**src/rtl/coef_scrub_pkg.sv**
```systemverilog
package coef_scrub_pkg;
  typedef enum logic [1:0] {
    ST_WAIT = 2'd0,
    ST_REQ  = 2'd1,
    ST_RSP  = 2'd2,
    ST_GAP  = 2'd3
  } scan_st_t;

  localparam logic [1:0] RA_STATUS = 2'd0;
  localparam logic [1:0] RA_CMD    = 2'd1;
  localparam logic [1:0] RA_IVAL   = 2'd2;
endpackage

```
**src/rtl/coef_scrub_seq.sv**
```systemverilog
module coef_scrub_seq
  import coef_scrub_pkg::*;
#(
  parameter int DEPTH  = 64,
  parameter int IVAL_W = 16
) (
  input  logic                     clk,
  input  logic                     rst_n,
  input  logic                     load_done,
  input  logic [IVAL_W-1:0]        ival,
  output logic                     req_valid,
  input  logic                     req_ready,
  output logic [$clog2(DEPTH)-1:0] req_addr,
  input  logic                     rsp_valid,
  output logic                     beat_valid,
  output logic                     beat_first,
  output logic                     beat_last
);
  localparam int AW = $clog2(DEPTH);
  localparam logic [AW-1:0] LAST = AW'(DEPTH - 1);

  scan_st_t          st_q;
  logic [AW-1:0]     addr_q;
  logic [IVAL_W-1:0] gap_q;

  always_ff @(posedge clk or negedge rst_n) begin
    if (!rst_n) begin
      st_q   <= ST_WAIT;
      addr_q <= '0;
      gap_q  <= '0;
    end else begin
      case (st_q)
        ST_WAIT: if (load_done) st_q <= ST_REQ;
        ST_REQ:  if (req_ready) st_q <= ST_RSP;
        ST_RSP: begin
          if (rsp_valid) begin
            if (addr_q == LAST) begin
              addr_q <= '0;
              gap_q  <= '0;
              st_q   <= ST_GAP;
            end else begin
              addr_q <= addr_q + 1'b1;
              st_q   <= ST_REQ;
            end
          end
        end
        default: begin
          if (gap_q >= ival) st_q <= ST_REQ;
          else               gap_q <= gap_q + 1'b1;
        end
      endcase
    end
  end

  assign req_valid  = (st_q == ST_REQ);
  assign req_addr   = addr_q;
  assign beat_valid = (st_q == ST_RSP) && rsp_valid;
  assign beat_first = (addr_q == '0);
  assign beat_last  = (addr_q == LAST);
endmodule

```
**src/rtl/coef_scrub_sum.sv**
```systemverilog
module coef_scrub_sum #(
  parameter int DW = 32
) (
  input  logic          clk,
  input  logic          rst_n,
  input  logic          beat_valid,
  input  logic          beat_first,
  input  logic          beat_last,
  input  logic [DW-1:0] beat_data,
  output logic          pass_done,
  output logic          ref_valid,
  output logic          mismatch
);
  logic [DW-1:0] acc_q, ref_q, total;

  assign total = (beat_first ? '0 : acc_q) + beat_data;

  always_ff @(posedge clk or negedge rst_n) begin
    if (!rst_n) begin
      acc_q     <= '0;
      ref_q     <= '0;
      ref_valid <= 1'b0;
      pass_done <= 1'b0;
      mismatch  <= 1'b0;
    end else begin
      pass_done <= beat_valid && beat_last;
      mismatch  <= 1'b0;
      if (beat_valid) begin
        acc_q <= total;
        if (beat_last) begin
          if (!ref_valid) begin
            ref_q     <= total;
            ref_valid <= 1'b1;
          end else begin
            mismatch <= (total != ref_q);
          end
        end
      end
    end
  end
endmodule

```
**src/rtl/coef_scrub_regs.sv**
```systemverilog
module coef_scrub_regs
  import coef_scrub_pkg::*;
#(
  parameter int IVAL_W  = 16,
  parameter int MAX_GAP = 1000
) (
  input  logic              clk,
  input  logic              rst_n,
  input  logic              reg_wr,
  input  logic [1:0]        reg_addr,
  input  logic [31:0]       reg_wdata,
  output logic [31:0]       reg_rdata,
  input  logic              mismatch,
  input  logic              ref_valid,
  output logic [IVAL_W-1:0] ival,
  output logic              fault,
  output logic              func_en
);
  localparam logic [31:0] MAX32 = 32'(MAX_GAP);

  logic              err_q, cmd_q;
  logic [IVAL_W-1:0] ival_q;

  always_ff @(posedge clk or negedge rst_n) begin
    if (!rst_n) begin
      err_q  <= 1'b0;
      cmd_q  <= 1'b0;
      ival_q <= '0;
    end else begin
      err_q <= err_q | mismatch;
      if (reg_wr && reg_addr == RA_CMD) cmd_q <= reg_wdata[0];
      if (reg_wr && reg_addr == RA_IVAL)
        ival_q <= (reg_wdata > MAX32) ? IVAL_W'(MAX_GAP) : reg_wdata[IVAL_W-1:0];
    end
  end

  always_comb begin
    case (reg_addr)
      RA_STATUS: reg_rdata = {30'b0, err_q, ref_valid};
      RA_CMD:    reg_rdata = {31'b0, cmd_q};
      RA_IVAL:   reg_rdata = 32'(ival_q);
      default:   reg_rdata = '0;
    endcase
  end

  assign ival    = ival_q;
  assign fault   = err_q;
  assign func_en = cmd_q & ~err_q;
endmodule

```
**src/rtl/coef_scrub.sv**
```systemverilog
module coef_scrub #(
  parameter int DEPTH    = 64,
  parameter int DW       = 32,
  parameter int CLK_HZ   = 250_000_000,
  parameter int LIMIT_US = 100_000
) (
  input  logic                     clk,
  input  logic                     rst_n,
  input  logic                     load_done,
  input  logic                     reg_wr,
  input  logic [1:0]               reg_addr,
  input  logic [31:0]              reg_wdata,
  output logic [31:0]              reg_rdata,
  output logic                     mem_req_valid,
  input  logic                     mem_req_ready,
  output logic [$clog2(DEPTH)-1:0] mem_req_addr,
  input  logic                     mem_rsp_valid,
  input  logic [DW-1:0]            mem_rsp_data,
  output logic                     scan_done,
  output logic                     fault_o,
  output logic                     func_en
);
  localparam int BUDGET  = (CLK_HZ / 1_000_000) * LIMIT_US;
  localparam int MAX_GAP = BUDGET - 2 * DEPTH - 2;
  localparam int IVAL_W  = $clog2(MAX_GAP + 1);

  logic              beat_valid, beat_first, beat_last;
  logic              mismatch, ref_valid;
  logic [IVAL_W-1:0] ival;

  coef_scrub_seq #(.DEPTH(DEPTH), .IVAL_W(IVAL_W)) u_seq (
    .clk        (clk),
    .rst_n      (rst_n),
    .load_done  (load_done),
    .ival       (ival),
    .req_valid  (mem_req_valid),
    .req_ready  (mem_req_ready),
    .req_addr   (mem_req_addr),
    .rsp_valid  (mem_rsp_valid),
    .beat_valid (beat_valid),
    .beat_first (beat_first),
    .beat_last  (beat_last)
  );

  coef_scrub_sum #(.DW(DW)) u_sum (
    .clk        (clk),
    .rst_n      (rst_n),
    .beat_valid (beat_valid),
    .beat_first (beat_first),
    .beat_last  (beat_last),
    .beat_data  (mem_rsp_data),
    .pass_done  (scan_done),
    .ref_valid  (ref_valid),
    .mismatch   (mismatch)
  );

  coef_scrub_regs #(.IVAL_W(IVAL_W), .MAX_GAP(MAX_GAP)) u_regs (
    .clk       (clk),
    .rst_n     (rst_n),
    .reg_wr    (reg_wr),
    .reg_addr  (reg_addr),
    .reg_wdata (reg_wdata),
    .reg_rdata (reg_rdata),
    .mismatch  (mismatch),
    .ref_valid (ref_valid),
    .ival      (ival),
    .fault     (fault_o),
    .func_en   (func_en)
  );
endmodule

```
**config.mk**
```make
export PLATFORM = sky130hd
export DESIGN_NAME = coef_scrub
export DESIGN_NICKNAME = d
export VERILOG_FILES = /design/src/rtl/coef_scrub_pkg.sv /design/src/rtl/coef_scrub_seq.sv /design/src/rtl/coef_scrub_sum.sv /design/src/rtl/coef_scrub_regs.sv /design/src/rtl/coef_scrub.sv
export SDC_FILE = /design/constraint.sdc
export NUM_CORES = 1
export LEC_CHECK = 0
export ABC_CLOCK_PERIOD_IN_PS = 4600
export BUFFER_PORTS_ARGS = -buffer_cell sky130_fd_sc_hd__buf_2
export CAP_MARGIN = 30
export CELL_PAD_IN_SITES_DETAIL_PLACEMENT = 0
export CELL_PAD_IN_SITES_GLOBAL_PLACEMENT = 1
export CORE_ASPECT_RATIO = 1.4
export CORE_UTILIZATION = 45
export CTS_CLUSTER_DIAMETER = 40
export DETAILED_ROUTE_END_ITERATION = 8
export PLACE_DENSITY = 0.78
export SLEW_MARGIN = 0
export SYNTH_ARGS = -nofsm -noshare
export SYNTH_HDL_FRONTEND = slang
export SYNTH_SLANG_ARGS = --single-unit
```
**constraint.sdc**
```tcl
create_clock -name clk -period 4.6 [get_ports clk]
set_clock_uncertainty 0.1 [all_clocks]
set_input_delay 0.69 -clock clk [delete_from_list [all_inputs] [get_ports clk]]
set_output_delay 0.69 -clock clk [all_outputs]
set_load 0.005 [all_outputs]
```
Word level (Yosys, flattened, before mapping). Index checks and enable logic that the tools add are counted.

Mux-type cells: 17. Bitwise logic cells: 5. $lt $le $gt $ge: 2. Reductions and logical operators: 14. Add/subtract/negate cells: 3. Equal/unequal tests: 11.

Operators by type and width (number): 25-bit two-way mux (4); 25-bit case mux with 3 select lines (1); 25-bit case mux with 2 select lines (1); 32-bit adder (1); 32-bit by 25-bit greater-than comparator with 1-bit output, second input constant (1); 32-bit two-way mux (1); 32-bit inequality test (1); 25-bit by 1-bit adder with 25-bit output, second input constant (1); 25-bit greater-or-equal comparator (1); 2-bit two-way mux (5); 4-bit AND reduction (2); 6-bit by 1-bit adder with 6-bit output, second input constant (1); 6-bit equality test, second input constant (1); 6-bit logical NOT (1); 6-bit two-way mux (1); 2-bit inequality test, second input constant (3); 2-bit case mux with 3 select lines (1); 2-bit by 1-bit equality test with 1-bit output, second input constant (2); 2-bit equality test, second input constant (2); 1-bit logical AND (4); 2-bit logical NOT (2); 2-bit by 1-bit inequality test with 1-bit output, second input constant (2); 2-bit AND reduction (2); 4-bit nonzero test (1); other kinds (6) (10).

Flip-flop bits (word level): 127. Output and inout port bits: 42. Bits of input ports: 72.

Logic depth before layout (Yosys ltp). Gate-level depths: netlist of run 1.

Depth in word-level cells: 7. Depth in mapped cells: 18. Gate-level depth less buffers: 16.

By module. Synthesis of run 1 repeated with hierarchy kept, for this count alone.

Cell total of the unflattened synthesis: 1032. Area, all modules: 9351.5 um^2.

Modules (own cells, without submodules): coef_scrub_sum (cells an instance 562, instances 1, area each 5178.7 um^2); coef_scrub_seq (cells an instance 297, instances 1, area each 2637.5 um^2); coef_scrub_regs (cells an instance 173, instances 1, area each 1535.2 um^2).

Worst setup path before layout of run 1. Ideal clock, no wire load.

Path kind: register -> register. From: register u_seq.addr_q[2] (netlist: u_seq.req_addr[2]). To: register u_sum.mismatch. Path buffers: 1. Required time: 4.368 ns. Stages on the path, launching flop included: 16. Setup slack: 0.616 ns. Arrival time: 3.753 ns. Period minus slack after synthesis: 3.984 ns. Cell sequence: dfrtp_1 nor4_1 and2_1 clkbuf_1 nor2b_1 ha_1 a21o_1 and4_1 o31a_1 o2111a_1 or4_1 xnor2_1 nor4_2 nand4_1 nor4_1 a31oi_1.

Longest elaborated chain between the ends: 7. Elaborated cells between the ends (all ways): 8. Those cells by class: add/sub: 1; eq/ne: 2; mux: 4; reduce/logical: 1.

RTL lines: start: declaration (RTL line coef_scrub_seq.sv:23) `logic [AW-1:0] addr_q;`; start signal: assignment (RTL line coef_scrub_seq.sv:42) `addr_q <= addr_q + 1'b1;`; 6-bit logical NOT (RTL line coef_scrub_seq.sv:58) `assign beat_first = (addr_q == '0);`; 32-bit two-way mux (RTL line coef_scrub_sum.sv:16) `assign total = (beat_first ? '0 : acc_q) + beat_data;`; 32-bit adder (RTL line coef_scrub_sum.sv:16); 32-bit inequality test (RTL line coef_scrub_sum.sv:35) `mismatch <= (total != ref_q);`; 1-bit two-way mux (RTL line coef_scrub_sum.sv:31) `if (!ref_valid) begin`; 1-bit two-way mux (*) (RTL line coef_scrub_sum.sv:30) `if (beat_last) begin`; 1-bit two-way mux (*) (RTL line coef_scrub_sum.sv:28) `if (beat_valid) begin`; end signal: assignment (RTL line coef_scrub_sum.sv:35); end: declaration (RTL line coef_scrub_sum.sv:12) `output logic mismatch`.

Mark *: on every way between the ends. The rest lies on a longest branch, timed or not. A chain may end at the register's enable or synchronous reset.

Final worst setup path of run 1.
From: register u_seq.addr_q[3] (netlist: u_seq.req_addr[3]). To: register u_sum.mismatch.

The elaborated chain is that of the path after synthesis.

==> reports/summary.txt, run 1 <==
CP Class: reg2reg
largest net degree at the start of global routing: 93
CP top delay family: simple AND/OR/NAND/NOR gates
CP startpoint: u_seq.req_addr[3]$_DFFE_PN0P_
Hold WC Path Type: in2async
CTS tree: done
final hold vios: 0
Placer Congestion: 0.941
cts bufs inserted: 17
Layout area overhead: 15.2%
Worst path max stage delay: 0.46 ns
post-layout minimum cycle time: 4.30 ns
Site Rows: 62
commonest non-fill, non-tap cell in the layout: nand2_1
Slew @ Worst Pin: 0.917 ns
clock transition at the registers of the reported paths: 0.06 ns
Post-Route Utilization: 0.531
critical path data required time: 4.80 ns
Post-Syn Instances: 1120
Power Dens Cells: 593 nW/um2
Initial Util: 0.461
sum of buffers and inverters on the critical path: 1
first-pass GRT wire length: 46.7 mm
R2R Path Start: u_seq.req_addr[3]$_DFFE_PN0P_
#FFs+latches synth: 127
initial antenna violation count: 0
Detail Route Antenna Nets: 0
Synth warnings: 0
Max Freq: 233 MHz
n_diodes: 0
height of the die: 174 um
Placeable Area: 20600 um2
most frequent CP cell: nand4_1
routed vias/inst: 5.83
I/O Buffers: 106
Routed WL: 29.1 mm
DIE WIDTH: 125 um
CP Launch Type: flop
most frequent cells in the layout: nand2_1, dfrtp_1, buf_2, nor2_1, a21oi_1
Max clock buf depth: 2
master of the slowest instance on the critical path: a2111oi_1
Area contributors post-synth: dfrtp_1, ha_1, nand2_1
# setup viols final: 0
RSZ-0062 raised after global routing: false
hpwl dp: 22.2 mm
async set-or-reset flop fraction in the synthesized netlist: 1.00
initial DRC count: 347
largest fanout on the critical path: 14
Yosys top cell area share: 0.336
Nets: 1348
prevailing post-synth register cell: dfrtp_1
total congestion overflow: 0
Pleak: 5.11 nW
Distinct cells, synth: 79
outcome: complete, no violations
fraction of layout cells with a size suffix above 1: 0.175
Avg Inst Size Synth: 8.46 um2
sequential-to-total area share from yosys stat: 0.336
FF-to-FF path depth: 15
max-slew violations: 0
number of global-route vias before repair: 8684
TritonRoute pass-1 iters: 6
worst reg2reg path endpoint: u_sum.mismatch$_DFF_PN0_
CP Capture Type: flop
Max-Cap Viols: 0
post-route setup TNS: 0 ns
DIE AREA: 21600 um2
Overall Global Routing Usage: 0.277
CP arrival: 4.50 ns
Post-route DRC: 0
clock sink count: 127
Post-synth EDFFs: 0
Cell Chain, Critical Path: nor4_1, and2_1, buf_4, nor2b_1, ha_1, a21oi_2, nor2_1, a2111oi_1, nand4_1, a2111oi_2, nand4_1, nor4_2, nand4_1, nor4_2, a31oi_1
mapped cell area: 9470 um2
worst vdd ir: 0.000240 V
final worst-path cycle share: 0.935
drt wl/cell: 19.7 um
Worst-Skew Late Latency: 0.43 ns
relative slew slack: 0.389
Ports: 114
CTS H-Tree Depth: 4
DR vias: 8623
clk root buf: clkbuf_16
reg2reg setup slack: 0.30 ns
top cell type by total area after synthesis: dfrtp_1
[per-stage QoR]
stage	total power, mW	cell area, um2	hold WS, ns	setup WS [ns]	std cells
floorplan	4.00	9490	0.294	0.616	1126
global placement	4.92	10200	0.355	0.264	1446
detailed placement	4.94	10200	0.368	0.207	1446
CTS	6.42	10900	0.283	0.180	1477
global route	6.92	10900	0.301	0.0512	1480
finish	6.47	10900	0.209	0.300	1480
[synth_stat cells (8+ instances only)]
master and instances:
nor2b_1 41, nand3_1 24, xnor2_1 42, o22ai_1 8, and2_1 31, and3_1 15
nor2_1 76, or3_1 8, clkbuf_1 42, nand2_1 133, a31oi_1 11, a211oi_1 8
nor3_1 23, a21o_1 19, buf_2 13, inv_1 49, o31ai_1 16, o21ai_0 62
dfrtp_1 127, nand4_1 25, nor4_1 9, xor2_1 21, a21oi_1 73, ha_1 63
nand2b_1 8, or4_1 17, mux2_2 18, buf_4 9
[cell type report]
type	count	area [um2]
repair buffers	135	754
clock buffers	18	429
fillers	2009	9650
inverters	49	184
clock inverters	13	189
flip-flops and latches	127	3180
well taps	256	320
multi-input cells	882	5860
[power by group]
group | switching, mW | internal [mW] | leakage (nW)
Combinational | 2.13 | 1.37 | 3.26
Sequential | 0.174 | 1.34 | 1.56
Clock | 0.543 | 0.906 | 0.297
Total | 2.85 | 3.61 | 5.11
[metal layers]
metal  vias up  share of wire  global-route usage
met5         -              0                   0
met3        69          0.026              0.0358
met2       190           0.54               0.516
li1       4184              -                   -
met1      4180           0.39               0.300
met4         0          0.049               0.152
[what timing repair did]
action                                  4_1_cts  5_1_grt
endpoints found under the setup margin        0        1
buffers inserted                              0        3
resized for setup                             0        5
hold buffers                                  0        0
[logic make-up after synthesis]
group | count (synthesis) | share of synthesized area
xor gates and xnor gates | 64 | 0.0600
AOI/OAI and AO/OA | 288 | 0.205
buffers and inverters | 117 | 0.0524
DFF | 127 | 0.336
other | 1 | 0.000396
and+or+nand+nor | 434 | 0.232
adders and majority gates | 64 | 0.0853
muxes | 25 | 0.0288
[how the worst max path moves through the flow]
stage / end / slack [ns] / cells past startpoint
2_1_floorplan: u_sum.mismatch$_DFF_PN0_ / 0.62 / 15
3_3_place_gp: u_sum.mismatch$_DFF_PN0_ / 0.26 / 15
3_5_place_dp: u_sum.mismatch$_DFF_PN0_ / 0.21 / 15
4_1_cts: u_sum.mismatch$_DFF_PN0_ / 0.18 / 15
5_1_grt: u_sum.mismatch$_DFF_PN0_ / 0.05 / 15
6_report: u_sum.mismatch$_DFF_PN0_ / 0.30 / 15
[flip-flops by register name, indices dropped and copies added (netlist names)]
register,flops
u_seq.req_addr,6
u_seq.st_q,2
u_regs.fault,1
u_sum.ref_q,32
u_sum.ref_valid,1
u_sum.acc_q,32
u_sum.pass_done,1
u_seq.gap_q,25
u_regs.ival,25
u_regs.cmd_q,1
u_sum.mismatch,1
Power figures use the tool's default switching activity.
==> run 2: changes to the inputs <==
--- a/config.mk
+++ b/config.mk
@@ -5,17 +5,18 @@
 export SDC_FILE = /design/constraint.sdc
 export NUM_CORES = 1
 export LEC_CHECK = 0
-export ABC_CLOCK_PERIOD_IN_PS = 4600
+export ABC_CLOCK_PERIOD_IN_PS = 4200
 export BUFFER_PORTS_ARGS = -buffer_cell sky130_fd_sc_hd__buf_2
 export CAP_MARGIN = 30
 export CELL_PAD_IN_SITES_DETAIL_PLACEMENT = 0
 export CELL_PAD_IN_SITES_GLOBAL_PLACEMENT = 1
 export CORE_ASPECT_RATIO = 1.4
-export CORE_UTILIZATION = 45
+export CORE_UTILIZATION = 46
 export CTS_CLUSTER_DIAMETER = 40
 export DETAILED_ROUTE_END_ITERATION = 8
-export PLACE_DENSITY = 0.78
+export PLACE_DENSITY = 0.79
 export SLEW_MARGIN = 0
 export SYNTH_ARGS = -nofsm -noshare
 export SYNTH_HDL_FRONTEND = slang
+export SYNTH_HIERARCHICAL = 1
 export SYNTH_SLANG_ARGS = --single-unit
==> constraint.sdc (replaced) <==
create_clock -name clk -period 4.2 [get_ports clk]
set_clock_uncertainty 0.1 [all_clocks]
set_input_delay 0.63 -clock clk [delete_from_list [all_inputs] [get_ports clk]]
set_output_delay 0.63 -clock clk [all_outputs]
set_load 0.005 [all_outputs]
==> run 2 against run 1 <==
Against the previous run:
- the flow now finishes with violations (negative setup slack)
- flip-flop and latch count unchanged
- die area fell by 3.4%
- combinational power rose by 83%
- critical path type unchanged
==> reports/summary.txt, run 2 <==
final hold vios: 0
Ports: 114
outcome: finished, violations left
number of global-route vias before repair: 8667
Avg Inst Size Synth: 9.06 um2
#FFs+latches synth: 127
CP Launch Type: flop
clock share of power: 0.153
cts bufs inserted: 17
Net Sw Power: 4.03 mW
Hold WC Path Type: in2async
Pleak: 5.67 nW
Overall Global Routing Usage: 0.270
DP Worst Slack: -0.898 ns
prevailing post-synth register cell: dfrtp_1
hpwl dp: 21.0 mm
largest fanout on the critical path: 15
CTS tree: done
top cell type by total area after synthesis: dfrtp_1
Finished Layout Cells: 1548
Max Freq: 211 MHz
async set-or-reset flop fraction in the synthesized netlist: 1.00
Synth top cells by count: dfrtp_1, nor2_1, nand2_1
final worst-path cycle share: 1.13
DIE WIDTH: 123 um
most frequent cells in the layout: buf_4, dfrtp_1, buf_2, nor2_1, nand2_1
Max clock buf depth: 2
critical path data required time: 4.40 ns
sequential-to-total area share from yosys stat: 0.340
height of the die: 171 um
largest net degree at the start of global routing: 72
Initial Util: 0.469
DIE AREA: 20900 um2
CTS H-Tree Depth: 4
routed vias/inst: 5.54
I/O Buffers: 106
worst vdd ir: 0.000462 V
TritonRoute pass-1 iters: 5
commonest non-fill, non-tap cell in the layout: buf_4
post-layout minimum cycle time: 4.75 ns
DR vias: 8583
mapped cell area: 9350 um2
CP Capture Type: flop
Post-synth EDFFs: 0
fraction of layout cells with a size suffix above 1: 0.323
CP Class: reg2reg
clock sink count: 127
count leader, synth: dfrtp_1
Max-Cap Viols: 0
Comb pwr share: 0.673
Power Dens Cells: 791 nW/um2
clock transition at the registers of the reported paths: 0.07 ns
initial DRC count: 392
P_int: 5.47 mW
Reg power frac: 0.173
relative slew slack: 0.327
Detail Route Antenna Nets: 0
Placeable Area: 19900 um2
Placer Congestion: 0.939
Area contributors post-synth: dfrtp_1, ha_1, mux2_2
FF-to-FF path depth: 18
Routed WL: 27.0 mm
Distinct cells, synth: 95
Slew @ Worst Pin: 1.01 ns
Worst-Skew Late Latency: 0.43 ns
Top Registers: u_sum/acc_q: 32 flops, u_sum/ref_q: 32 flops
n_diodes: 0
initial antenna violation count: 0
Post-Syn Instances: 1032
Site Rows: 61
CP arrival: 4.95 ns
max-slew violations: 0
Nets: 1419
drt wl/cell: 17.4 um
RSZ-0062 raised after global routing: true
Post-Route Utilization: 0.603
Yosys top cell area share: 0.340
first-pass GRT wire length: 43.1 mm
clk root buf: clkbuf_16
Layout area overhead: 28.4%
Post-route DRC: 0
Cells after DPL: 1510
hold_buf cts: 0
worst setup margin: -0.550 ns
# setup viols final: 1
failing checks: negative setup slack
Net Sw Frac: 0.424
total congestion overflow: 0
Synth warnings: 6
run 2: layout make-up:
class                   instances  area, um2
well taps                     252        315
multi-input cells             799       5810
fillers                      1774       7920
clock buffers                  17        425
flip-flops and latches        127       3180
repair buffers                283       1920
clock inverters                15        153
inverters                      55        206
run 2: cells by family after synthesis:
logic type,count (synthesis),share of synthesized area
AOI/OAI and AO/OA,251,0.185
xor gates and xnor gates,71,0.0680
adders and majority gates,64,0.0864
buffers and inverters,112,0.0565
DFF,127,0.340
muxes,58,0.0674
other,1,0.000401
and+or+nand+nor,348,0.197
run 2: worst max-delay path, cell delays in order (launching register included):
cell      delay [ns]
dfrtp_1         0.39
nor4_2          0.28
and2_4          0.21
buf_12          0.16
buf_12          0.13
nor2_1          0.05
ha_1            0.33
buf_4           0.13
o211ai_1        0.08
o21ai_0         0.24
o21a_1          0.27
buf_4           0.16
nor2_1          0.06
a32oi_1         0.16
o31ai_1         0.09
or4_4           0.52
or4_4           0.56
or4_1           0.41
o311a_1         0.29
run 2: worst paths after layout:
path | startpoint | end | slack [ns]
min in group clk | mem_rsp_valid | u_seq/req_addr[5]$_DFFE_PN0P_ | 0.33
setup reg to reg | u_seq/req_addr[2]$_DFFE_PN0P_ | u_sum/mismatch$_DFF_PN0_ | -0.55
hold reg to reg | u_sum/mismatch$_DFF_PN0_ | u_regs/fault$_DFF_PN0_ | 0.36
hold / removal | rst_n | u_regs/ival[0]$_DFFE_PN0P_ | 0.11
max in group asynchronous | rst_n | u_seq/gap_q[10]$_DFFE_PN0P_ | 2.97
setup / recovery | u_seq/req_addr[2]$_DFFE_PN0P_ | u_sum/mismatch$_DFF_PN0_ | -0.55
run 2: repair_timing:
| item | 4_1_cts | 5_1_grt |
|---|---|---|
| resized for setup | 18 | 14 |
| pin swaps | 19 | 6 |
| buffers inserted | 4 | 2 |
| endpoints found under the setup margin | 5 | 5 |
run 2: power groups by stage:
| stage | clock [mW] | sequential (mW) | combinational [mW] |
|---|---|---|---|
| after CTS | 1.49 | 1.65 | 6.28 |
| after detailed placement | 0 | 1.67 | 6.09 |
| after global placement | 0 | 1.66 | 6.03 |
| after floorplan | 0 | 1.62 | 3.51 |
| final | 1.46 | 1.65 | 6.39 |
| after global routing | 1.54 | 1.68 | 6.96 |
run 2: metal layers:
metal	share of wire	wire length [um]	track usage	vias up
li1	-	-	-	4196
met1	0.37	10000	0.274	4117
met2	0.55	14800	0.514	195
met3	0.030	798	0.0373	75
met4	0.052	1400	0.157	0
met5	0	0	0	-
run 2: through the flow:
stage / TNS [ns] / total power, mW / hold slack [ns] / cell area, um2
2_1_floorplan: -0.444 / 5.13 / 0.234 / 9400
3_3_place_gp: -0.947 / 7.69 / 0.358 / 11200
3_5_place_dp: -0.902 / 7.76 / 0.353 / 11200
4_1_cts: -0.554 / 9.41 / 0.132 / 11900
5_1_grt: -0.665 / 10.2 / 0.164 / 12000
6_report: -0.550 / 9.50 / 0.109 / 12000
==> run 3: changes to the inputs <==
--- a/config.mk
+++ b/config.mk
@@ -5,7 +5,7 @@
 export SDC_FILE = /design/constraint.sdc
 export NUM_CORES = 1
 export LEC_CHECK = 0
-export ABC_CLOCK_PERIOD_IN_PS = 4200
+export ABC_CLOCK_PERIOD_IN_PS = 4850
 export BUFFER_PORTS_ARGS = -buffer_cell sky130_fd_sc_hd__buf_2
 export CAP_MARGIN = 30
 export CELL_PAD_IN_SITES_DETAIL_PLACEMENT = 0
==> constraint.sdc (replaced) <==
create_clock -name clk -period 4.85 [get_ports clk]
set_clock_uncertainty 0.1 [all_clocks]
set_input_delay 0.7275 -clock clk [delete_from_list [all_inputs] [get_ports clk]]
set_output_delay 0.7275 -clock clk [all_outputs]
set_load 0.005 [all_outputs]
==> run 3 against run 2 <==
Against the previous run:
- the flow now finishes without violations
- count of clock-buffer cells in the layout unchanged
- non-clock buffer count is 56 lower
- highest routed layer unchanged
- first-iteration DRC count down 8.9%
==> reports/summary.txt, run 3 (synthesis gave the netlist of run 2 again) <==
Power Dens Cells: 675 nW/um2
TritonRoute pass-1 iters: 5
Finished Layout Cells: 1492
Reg power frac: 0.182
Multi-input gate area: 5790 um2
Ports: 114
initial DRC count: 357
Comb pwr share: 0.651
highest metal used: met4
n_diodes: 0
critical path data required time: 5.05 ns
post-route setup TNS: 0 ns
Pleak: 5.42 nW
largest fanout on the critical path: 4
hpwl dp: 20.2 mm
clk root buf: clkbuf_16
routed vias/inst: 5.61
Placeable Area: 19900 um2
Nets: 1363
CP Class: reg2reg
Cell Area, Placed: 10700 um2
Post-Route Utilization: 0.582
outcome: complete, no violations
first-pass GRT wire length: 42.0 mm
max-slew violations: 0
Site Rows: 61
Worst-Skew Late Latency: 0.42 ns
sum of buffers and inverters on the critical path: 0
Net Sw Frac: 0.434
worst reg2reg path endpoint: u_sum/mismatch$_DFF_PN0_
commonest non-fill, non-tap cell in the layout: dfrtp_1
CP Capture Type: flop
Post-route DRC: 0
most frequent CP cell: or4_4
Cells after DPL: 1447
I/O Buffers: 106
Routed WL: 26.5 mm
total congestion overflow: 0
reg2reg setup slack: 0.05 ns
most frequent cells in the layout: dfrtp_1, buf_4, buf_2, nor2_1, nand2_1
Initial Util: 0.469
Max Freq: 208 MHz
final hold vios: 0
P_int: 4.43 mW
Hold WC Path Type: in2async
R2R Path Start: u_seq/req_addr[2]$_DFFE_PN0P_
RSZ-0062 raised after global routing: true
CTS tree: done
Worst path max stage delay: 0.56 ns
Cell Chain, Critical Path: nor4_2, and2_4, nor2b_1, ha_2, fa_2, xnor2_1, o211ai_1, nor4_2, nand3_1, a2111oi_2, nand4_1, or4_4, or4_4, or4_4, o311a_1
initial antenna violation count: 0
DR vias: 8364
master of the slowest instance on the critical path: fa_2
Detail Route Antenna Nets: 0
DP Worst Slack: -0.135 ns
height of the die: 171 um
Overall Global Routing Usage: 0.261
largest net degree at the start of global routing: 85
DIE WIDTH: 123 um
Max-Cap Viols: 0
CP top delay family: simple AND/OR/NAND/NOR gates
DRT met1 WL: 9.90 mm
DIE AREA: 20900 um2
worst vdd ir: 0.000419 V
design area: 11600 um2
CP Launch Type: flop
post-layout minimum cycle time: 4.80 ns
# setup viols final: 0
CP arrival: 5.00 ns
Max clock buf depth: 2
worst setup margin: 0.0503 ns
clock sink count: 127
Placer Congestion: 0.910
fraction of layout cells with a size suffix above 1: 0.287
clock share of power: 0.168
relative slew slack: 0.321
number of global-route vias before repair: 8461
Top Registers: u_sum/acc_q: 32 flops, u_sum/ref_q: 32 flops
Layout area overhead: 23.9%
WL met2: 14.7 mm
clock transition at the registers of the reported paths: 0.07 ns
FF-to-FF path depth: 15
Slew @ Worst Pin: 1.02 ns
final worst-path cycle share: 0.990
drt wl/cell: 17.8 um
CTS H-Tree Depth: 4
cts bufs inserted: 17
metal3 WL: 792 um
Layout fillers: 1800
Net Sw Power: 3.40 mW
Seq. cell area: 3180 um2
## run 3: cell types whose count changed in the layout (fill, tap and decap cells not counted), sizes merged
cell      previous run  this run
buf                283       227
clkinv               6         2
inv                 62        63
clkinvlp             1         3
bufinv               1         2
## run 3: worst max path at each step
stage / start / to / slack, ns / cells after the start
floorplan: u_seq/req_addr[2]$_DFFE_PN0P_ / u_sum/mismatch$_DFF_PN0_ / 0.03 / 16
global placement: u_seq/req_addr[2]$_DFFE_PN0P_ / u_sum/mismatch$_DFF_PN0_ / -0.14 / 16
CTS: u_seq/req_addr[4]$_DFFE_PN0P_ / u_sum/mismatch$_DFF_PN0_ / 0.05 / 15
global route: u_seq/req_addr[2]$_DFFE_PN0P_ / u_sum/mismatch$_DFF_PN0_ / -0.13 / 18
finish: u_seq/req_addr[2]$_DFFE_PN0P_ / u_sum/mismatch$_DFF_PN0_ / 0.05 / 15
detailed placement: u_seq/req_addr[2]$_DFFE_PN0P_ / u_sum/mismatch$_DFF_PN0_ / -0.13 / 16
## run 3: cell type report
| class | count | share of cell area |
|---|---|---|
| repair buffers | 227 | 0.130 |
| flip-flops and latches | 127 | 0.274 |
| multi-input cells | 799 | 0.499 |
| well taps | 252 | 0.0272 |
| clock inverters | 15 | 0.0150 |
| inverters | 55 | 0.0178 |
| clock buffers | 17 | 0.0367 |
## run 3: what timing repair did
action / CTS / global route
cloned: 0 / 0
hold buffers: 0 / 0
endpoints found under the setup margin: 1 / 1
buffers inserted: 5 / 8
gates resized for setup: 18 / 17
pin swaps: 17 / 17
## run 3: power groups by stage
stage / clock network (mW) / registers, mW / logic (mW)
2_1_floorplan: 0 / 1.40 / 3.01
3_3_place_gp: 0 / 1.43 / 4.70
3_5_place_dp: 0 / 1.44 / 4.73
4_1_cts: 1.34 / 1.42 / 4.90
5_1_grt: 1.38 / 1.45 / 5.57
6_report: 1.31 / 1.42 / 5.09
## run 3: stage by stage
stage                     total power [mW]  hold WS [ns]
after floorplan                       4.41         0.310
after global placement                6.13         0.344
after detailed placement              6.16         0.340
after CTS                             7.67         0.287
after global routing                  8.40         0.318
final                                 7.83         0.260
## run 3: worst reg2reg max path: stages (launching register included)
cell	delay [ns]
dfrtp_1	0.38
nor4_2	0.28
and2_4	0.24
nor2b_1	0.08
ha_2	0.19
fa_2	0.56
xnor2_1	0.13
o211ai_1	0.12
nor4_2	0.27
nand3_1	0.14
a2111oi_2	0.30
nand4_1	0.14
or4_4	0.50
or4_4	0.54
or4_4	0.42
o311a_1	0.30
## run 3: metal layers
layer / up-vias / track usage
met2: 189 / 0.508
met3: 64 / 0.0377
met1: 4026 / 0.266
met4: 0 / 0.124
li1: 4085 / -
met5: - / 0
